**src/rtl/pcm_sync_timebase.sv**
```systemverilog
module pcm_sync_timebase #(
  parameter int SLOTS  = 32,
  parameter int BITS   = 8,
  parameter int FRAMES = 16,
  localparam int SW = $clog2(SLOTS),
  localparam int BW = $clog2(BITS),
  localparam int FW = $clog2(FRAMES),
  localparam int PW = FW + SW + BW
) (
  input  logic          clk,
  input  logic          rst_n,
  input  logic          cfg_master,
  input  logic          cfg_mf_sel,
  input  logic          cfg_dbl,
  input  logic          cfg_fall,
  input  logic [SW-1:0] cfg_ts_off,
  input  logic [BW-1:0] cfg_bit_off,
  input  logic          sync_in,
  output logic          sync_out,
  output logic          sync_oe,
  output logic          bit_stb,
  output logic [BW-1:0] bit_cnt,
  output logic [SW-1:0] slot_cnt,
  output logic [FW-1:0] frame_cnt
);

  logic [BW-1:0] bit_q;
  logic [SW-1:0] slot_q;
  logic [FW-1:0] frm_q;
  logic          ph_q, sync_d, fall_q;

  function automatic logic [PW-1:0] step(input logic [FW-1:0] f,
                                         input logic [SW-1:0] s,
                                         input logic [BW-1:0] b);
    logic [FW-1:0] nf;
    logic [SW-1:0] ns;
    logic [BW-1:0] nb;
    nf = f;
    ns = s;
    nb = b + 1'b1;
    if (b == BW'(BITS - 1)) begin
      nb = '0;
      ns = s + 1'b1;
      if (s == SW'(SLOTS - 1)) begin
        ns = '0;
        nf = (f == FW'(FRAMES - 1)) ? '0 : f + 1'b1;
      end
    end
    return {nf, ns, nb};
  endfunction

  wire           stb   = !cfg_dbl || ph_q;
  wire           rise  = !cfg_master && sync_in && !sync_d;
  wire           match = (bit_q == cfg_bit_off) && (slot_q == cfg_ts_off) &&
                         (!cfg_mf_sel || frm_q == '0);
  wire [FW-1:0]  fbase = cfg_mf_sel ? '0 : frm_q;
  wire [PW-1:0]  run_nxt  = step(frm_q, slot_q, bit_q);
  wire [PW-1:0]  load_nxt = cfg_dbl ? {fbase, cfg_ts_off, cfg_bit_off}
                                    : step(fbase, cfg_ts_off, cfg_bit_off);

  always_ff @(posedge clk or negedge rst_n) begin
    if (!rst_n) begin
      bit_q  <= '0;
      slot_q <= '0;
      frm_q  <= '0;
      ph_q   <= 1'b0;
      sync_d <= 1'b0;
    end else begin
      sync_d <= sync_in;
      if (rise) begin
        {frm_q, slot_q, bit_q} <= load_nxt;
        ph_q <= cfg_dbl;
      end else begin
        ph_q <= cfg_dbl && !ph_q;
        if (stb) {frm_q, slot_q, bit_q} <= run_nxt;
      end
    end
  end

  always_ff @(negedge clk or negedge rst_n) begin
    if (!rst_n) fall_q <= 1'b0;
    else        fall_q <= match;
  end

  assign sync_out  = cfg_master && (cfg_fall ? fall_q : match);
  assign sync_oe   = cfg_master;
  assign bit_stb   = stb;
  assign bit_cnt   = bit_q;
  assign slot_cnt  = slot_q;
  assign frame_cnt = frm_q;

  a_r2_slave_quiet: assert property (@(posedge clk) disable iff (!rst_n)
    !cfg_master |-> (!sync_out && !sync_oe));

  a_r3_in_range: assert property (@(posedge clk) disable iff (!rst_n)
    (int'(bit_q) < BITS) && (int'(slot_q) < SLOTS) && (int'(frm_q) < FRAMES));

  a_r3_bit_wrap: assert property (@(posedge clk) disable iff (!rst_n)
    (cfg_master && stb && int'(bit_q) == BITS - 1) |=> (bit_q == '0));

  a_r4_hold: assert property (@(posedge clk) disable iff (!rst_n)
    (cfg_master && !stb) |=> ($stable(bit_q) && $stable(slot_q) && $stable(frm_q)));

  a_r4_dbl_alt: assert property (@(posedge clk) disable iff (!rst_n)
    (cfg_master && cfg_dbl && stb) |=> (!stb || !cfg_dbl));

  a_r11_master_no_load: assert property (@(posedge clk) disable iff (!rst_n)
    (cfg_master && !cfg_dbl) |=> (bit_q == $past(bit_q) + 1'b1 || bit_q == '0));

endmodule

```
**config.mk**
```make
export PLATFORM = sky130hd
export DESIGN_NAME = pcm_sync_timebase
export DESIGN_NICKNAME = d
export VERILOG_FILES = /design/src/rtl/pcm_sync_timebase.sv
export SDC_FILE = /design/constraint.sdc
export NUM_CORES = 1
export LEC_CHECK = 0
export ABC_AREA = 1
export BUFFER_PORTS_ARGS = -buffer_cell sky130_fd_sc_hd__buf_2
export CELL_PAD_IN_SITES_DETAIL_PLACEMENT = 1
export CELL_PAD_IN_SITES_GLOBAL_PLACEMENT = 2
export CORE_MARGIN = 2
export CORE_UTILIZATION = 25
export DETAILED_ROUTE_END_ITERATION = 10
export PLACE_DENSITY_LB_ADDON = 0.08
export SYNTH_ARGS = -nofsm -noshare
export SYNTH_HDL_FRONTEND = slang
export SYNTH_SLANG_ARGS = --single-unit
export TNS_END_PERCENT = 50
```
**constraint.sdc**
```tcl
create_clock -name clk -period 1.5 [get_ports clk]
set_input_delay 0.15 -clock clk [delete_from_list [all_inputs] [get_ports clk]]
set_output_delay 0.15 -clock clk [all_outputs]
set_load 0.02 [all_outputs]
```
# ---- After elaboration in Yosys (flattened, before gate mapping)
# Cells that the tools add are included.
dict set report totals {
  regBits 15
  input_bits 15
  out_inout_bits 15
  elab_cells 61
}
dict set report op_classes {
  add_sub_neg 6
  eq_ne 8
  mux 22
  n_reduce_logical 19
}
# operator n
set ops {}
lappend ops {{4-bit two-way mux} 9}
lappend ops {{5-bit two-way mux} 6}
lappend ops {{12-bit two-way mux} 1}
lappend ops {{3-bit two-way mux} 4}
lappend ops {{5-bit by 1-bit adder with 5-bit output (second input constant)} 2}
lappend ops {{5-bit equality test (second input constant)} 2}
lappend ops {{4-bit by 1-bit adder with 4-bit output (second input constant)} 2}
lappend ops {{4-bit equality test (second input constant)} 2}
lappend ops {{3-bit by 1-bit adder with 3-bit output (second input constant)} 2}
lappend ops {{3-bit equality test (second input constant)} 2}
lappend ops {{1-bit logical AND} 6}
lappend ops {{2-bit nonzero test} 3}
lappend ops {{5-bit equality test} 1}
lappend ops {{1-bit logical NOT} 5}
lappend ops {{4-bit logical NOT} 1}
lappend ops {{3-bit equality test} 1}
lappend ops {{3-bit AND reduction} 1}
lappend ops {{1-bit logical OR} 2}
lappend ops {{1-bit two-way mux} 2}
lappend ops {{2-bit AND reduction} 1}

# ---- Longest topological paths before layout
# Gate-level depths: netlist of run 1.
dict set report logic_depth {
  ltp_word 7
  mapped_depth 11
  depth_no_buf 11
}

==> results_dict.tcl, run 1 <==
set metrics [dict create \
    status "finished, violations left" \
    violations "negative setup slack" \
    synth_top_area_frac 0.261 \
    die_h_um 77.2 \
    p_clk_frac 0.121 \
    wire_per_inst_um 13.5 \
    muxShareOfSynthArea 0 \
    synth_area_mm2 0.00134 \
    finalSetupViolations 3 \
    drt_iter0_markers 21 \
    rrSetupSlack_ns -0.23 \
    final_cell_mix "53 x nand2_1, 34 x buf_4, 28 x buf_2" \
    reg2reg_depth 6 \
    yosys.area_share.simple 0.361 \
    hold_ws_ns 0.0230 \
    grt_pass1_vias 1586 \
    die-width_um 77.2 \
    worst_slew_pin_slew_ns 0.219 \
    synth_fa_ha_area_frac 0.103 \
    power_density_mw_per_mm2 1420 \
    drv_cap 0 \
    synth.avg_cell_area_um2 6.67 \
    place_inst 330 \
    drtAntennaViolNets 0 \
    synth_top_family_by_area "simple AND/OR/NAND/NOR gates" \
    grt_use_total 0.156 \
    clock_path_buffers 2 \
    portBuffers 29 \
    cts_buffers 3 \
    root_buffer "clkbuf_8" \
    synth_nets 227 \
    synthToLayoutAreaGrowth_pct 48.7 \
    grtUsageMet1 0.193 \
    grt_max_degree 15 \
    clk_pin_slew_ns 0.07 \
    p_comb_frac 0.634 \
    hold_class "in2reg" \
    final_common_cell "nand2_1" \
    finalHoldViolCount 0 \
    worstHoldStart "sync_in" \
    p_int_mw 1.55 \
    synth_xor_area_frac 0.0457 \
    skew_ns 0.0190 \
    fin_tns_setup_ns -0.702 \
    seq_power_share 0.245 \
    viasPerCell 4.52 \
    cts_tree "done" \
    synth_area_leaders "dfrtp_1 26%, nand2_1 16%, ha_1 10%" \
    top_usage_layer "met2" \
    total_leakage_power_nw 1.03 \
    fill_cells 683 \
    cp.arrival_ns 1.74 \
    hold_end "sync_d" \
    slew_violations 0 \
    rsz0062_at_grt "true" \
    max_slew_margin 0.854 \
    grt_antenna_before_repair 0 \
    gr-total-overflow 0 \
    drc 0 \
    critPathLaunchType "flop" \
    htreeDepth 1 \
    clock_latency_ns 0.27 \
    met2_usage 0.288 \
    worstSetupPathType "reg2out" \
    wirelength_um 4540 \
    met3_usage 0.0235 \
    rows 26 \
    io-pin-count 30 \
    regToRegStartpoint "frame_cnt[0]" \
    yosysWarningCount 0 \
    vias 1523 \
    vdd_drop_max_uv 641 \
    diodes 0 \
    synth_seq_cells 15 \
    post-place-ws_ns -0.255 \
    drive_gt1_frac 0.446 \
    start_util 0.261 \
    clkSinkCount 15 \
    cp.required_ns 1.35 \
    ys_seq_area_frac 0.280 \
    synth_cells 201 \
    synth_cell_types 26 \
    core-area_mm2 0.00514 \
    fin_util 0.388 \
    p_switching_mw 1.28 \
    nets 294 \
    hold_path_depth 1 \
    grt_pass1_wl_um 7460 \
    first_pass_iters 4 \
    worst-path-max-fanout 1 \
    gp_congestion 0.758 \
    swShare 0.452 \
    dp_hpwl_um 3780 \
    die-area_mm2 0.00597 \
    critical_path.endpoint_type "output pin" \
    rr_endpoint "fall_q" \
    finalNonFillerCells 337 \
    synth_compound_area_frac 0.115 \
    yosysTopAreaCell "dfrtp_1" \
    fin_ws_ns -0.391 \
]
## through the flow
stage | total power [mW] | instance area, um^2
floorplan | 1.66 | 1380
CTS | 2.79 | 1930
detailed placement | 2.38 | 1830
global route | 3.11 | 1990
finish | 2.83 | 1990
global placement | 2.32 | 1830
## critical path, stage by stage, from the launching register on
cell and delay, ns:
dfrtn_1 0.39, o21ai_1 0.06, a21oi_1 0.11, buf_4 0.15
## power groups by stage
stage	registers, mW	clock network (mW)	logic [mW]
detailed placement	0.696	0	1.68
global placement	0.680	0	1.64
floorplan	0.935	0	0.726
finish	0.692	0.342	1.79
global route	0.710	0.381	2.02
CTS	0.693	0.356	1.74
## registers in the layout, summed over array words and instances (netlist names)
register   flops
slot_cnt       5
frame_cnt      4
bit_cnt        3
fall_q         1
ph_q           1
sync_d         1
## cells in the mapped netlist, drive strengths merged
cell type,count
o211ai,2
nand3,14
o21ai,17
o21bai,1
nand4,1
o221ai,1
xnor2,4
buf,3
ha,11
nand2,64
dfrtp,14
dfrtn,1
inv,28
a21oi,6
xor2,3
or2,1
a22oi,1
nor2,29
## layout make-up
| cell class | instances | area [um^2] | share of cell area |
|---|---|---|---|
| Multi-Input combinational cell | 155 | 942 | 0.472 |
| Timing Repair Buffer | 65 | 428 | 0.215 |
| Sequential cell | 15 | 382 | 0.191 |
| Inverter | 28 | 110 | 0.0552 |
| Tap cell | 70 | 87.6 | 0.0439 |
| Clock buffer | 4 | 45.0 | 0.0226 |
## timing repair
action / in CTS / in global routing
gates resized for setup: 14 / 18
setup endpoints to repair: 11 / 12
hold endpoints to repair: 14 / 0
hold buffers: 1 / 0
pin swaps: 7 / 7
setup buffers: 1 / 3
## layer usage
metal  vias up  share of wire  wire, um
met5         -              0         0
met4         0         0.0046        21
met3         4          0.023       104
met2        19           0.52      2370
met1       729           0.45      2040
li1        771              -         -
## worst max-delay path by stage
stage | cells after the start | slack [ns] | start | end
2_1_floorplan | 6 | -0.32 | frame_cnt[0] | fall_q
3_3_place_gp | 6 | -0.21 | frame_cnt[0] | fall_q
3_5_place_dp | 6 | -0.26 | frame_cnt[0] | fall_q
4_1_cts | 3 | -0.39 | fall_q | sync_out
5_1_grt | 3 | -0.41 | fall_q | sync_out
6_report | 3 | -0.39 | fall_q | sync_out
## kinds of logic after synthesis
family                     Yosys count
and+or+nand+nor                    109
buffers and inverters               31
AOI/OAI and AO/OA                   28
DFF                                 15
adders and majority gates           11
xor gates and xnor gates             7
No activity file was read; power rests on OpenSTA's default activity.
==> inputs of run 2 (changes only) <==
--- a/config.mk
+++ b/config.mk
@@ -9,6 +9,7 @@
 export BUFFER_PORTS_ARGS = -buffer_cell sky130_fd_sc_hd__buf_2
 export CELL_PAD_IN_SITES_DETAIL_PLACEMENT = 1
 export CELL_PAD_IN_SITES_GLOBAL_PLACEMENT = 2
+export CORE_ASPECT_RATIO = 0.5
 export CORE_MARGIN = 2
 export CORE_UTILIZATION = 25
 export DETAILED_ROUTE_END_ITERATION = 10
==> run 2 against run 1 <==
Against the previous run: the run still ends with negative setup slack left; routed wire length is 3.2% lower; non-clock buffer count is 7 higher; worst hold slack worse by 0.0064 ns; power is 4.7% higher; register-to-register slack hardly changed; cell count is 2.1% higher; combinational power is 8% higher; die area is 0.60% higher; clock skew is 0.0012 ns lower; sequential share of layout area is 0.91 points lower; critical endpoint unchanged; largest power group unchanged; highest routed layer unchanged.
==> results_dict.tcl, run 2 (same netlist as run 1, synthesis figures left out) <==
set metrics [dict create \
    p_switching_mw 1.31 \
    clkSinkCount 15 \
    p_int_mw 1.65 \
    fin_area_mm2 0.00209 \
    grt_pass1_wl_um 7330 \
    first_pass_iters 4 \
    max_slew_margin 0.808 \
    rsz0062_at_grt "true" \
    gp_congestion 0.695 \
    seq_power_share 0.235 \
    top_layer_used "met4" \
    die-area_mm2 0.00600 \
    fin_ws_ns -0.402 \
    clock_path_buffers 2 \
    largest_register_ffs 5 \
    htreeDepth 1 \
    crit_chain "o21ai_2, a21oi_2, buf_4" \
    worstSetupPathType "reg2out" \
    clk_pin_slew_ns 0.07 \
    nets 301 \
    fin_util 0.415 \
    power_density_mw_per_mm2 1410 \
    drive_gt1_frac 0.464 \
    synthToLayoutAreaGrowth_pct 56.2 \
    vias 1515 \
    finalSetupViolations 6 \
    io-pin-count 30 \
    hold_class "in2reg" \
    viasPerCell 4.40 \
    grt_pass1_vias 1581 \
    cts_buffers 3 \
    swShare 0.442 \
    drtAntennaViolNets 0 \
    cp_slowest_cell "dfrtn_1" \
    root_buffer "clkbuf_8" \
    p_clk_frac 0.113 \
    cp.arrival_ns 1.75 \
    wl_met2_um 2110 \
    final_cell_mix "52 x nand2_1, 37 x buf_4, 28 x buf_2" \
    cts_tree "done" \
    drv_cap 0 \
    diodes 0 \
    wirelength_um 4390 \
    critical_path.endpoint_type "output pin" \
    place_area_mm2 0.00184 \
    wl_met3_um 127 \
    start_util 0.266 \
    wire_per_inst_um 12.8 \
    grt_max_degree 15 \
    core-area_mm2 0.00504 \
    dp_hpwl_um 3610 \
    rows 18 \
    final_common_cell "nand2_1" \
    violations "negative setup slack" \
    drt_iter0_markers 36 \
    total_leakage_power_nw 1.08 \
    m1WireLength_um 2130 \
    worst_slew_pin_slew_ns 0.287 \
    vdd_drop_max_uv 511 \
    max_stage_delay_ns 0.42 \
    worst-path-max-fanout 1 \
    grt_use_total 0.155 \
    drc 0 \
    critPathLaunchType "flop" \
    skew_ns 0.0177 \
    slew_violations 0 \
    portBuffers 29 \
    grt_antenna_before_repair 0 \
    gr-total-overflow 0 \
    clock_latency_ns 0.26 \
    cp.required_ns 1.35 \
    die_h_um 55.8 \
    status "finished, violations left" \
    die-width_um 108 \
    p_comb_frac 0.653 \
    fin_tns_setup_ns -0.844 \
    finalHoldViolCount 0 \
]
-- run 2: changes by cell type in the layout (fill, tap and decap cells not counted), moves of 2 or more --
cell and change:
ha_4 +2, ha_1 -2, buf_6 +4, buf_4 +3
nor2_1 +2, inv_2 -2
-- run 2: worst max-delay path, delay by kind of cell, from the launching register on --
family	cells	cell delay, ns
DFF	1	0.42
AOI/OAI and AO/OA	2	0.17
buffers and inverters	1	0.15
-- run 2: per-layer routing --
metal  track usage  vias up
met5             0        -
met4        0.0165        0
met3        0.0363        2
met2         0.268       15
met1         0.203      716
li1              -      782
-- run 2: path summary, 6_finish.rpt --
kind                              start    endpoint  slack (ns)  cells after the start
setup reg to reg           frame_cnt[0]      fall_q       -0.24                      6
hold reg to reg                    ph_q        ph_q        0.60                      3
min in group asynchronous         rst_n  bit_cnt[2]        0.43                      3
hold / removal                  sync_in      sync_d        0.02                      1
max in group asynchronous         rst_n      fall_q        0.51                      2
setup / recovery                 fall_q    sync_out       -0.40                      3
-- run 2: metrics by stage --
stage          power, mW  setup WS, ns  instances  hold WS (ns)
5_1_grt             3.26        -0.450        344       0.00475
3_5_place_dp        2.38        -0.265        331         0.180
3_3_place_gp        2.36        -0.228        331         0.184
2_1_floorplan       1.66        -0.316        201        -0.146
4_1_cts             2.88        -0.406        342       0.00820
6_report            2.96        -0.402        344        0.0166
-- run 2: cell type report --
cell class,instances,area (um^2)
clock buffer,3,41.3
clock inverter,1,5.00
fill,664,2950
inverter,28,113
multi-input combinational,155,971
sequential,15,382
tap,70,87.6
timing repair buffer,72,495
-- run 2: repair_timing --
action / 4_1_cts / 5_1_grt
setup endpoints to repair: 11 / 11
buffers inserted: 6 / 2
gates resized for setup: 22 / 18
endpoints found under the hold margin: 14 / 0
hold buffers: 1 / 0
pin swaps: 11 / 9
-- run 2: power groups by stage --
stage               logic [mW]  clock network [mW]  registers, mW
floorplan                0.726                   0          0.935
global placement          1.67                   0          0.693
detailed placement        1.67                   0          0.703
CTS                       1.83               0.349          0.697
global route              2.17               0.369          0.718
finish                    1.93               0.333          0.695
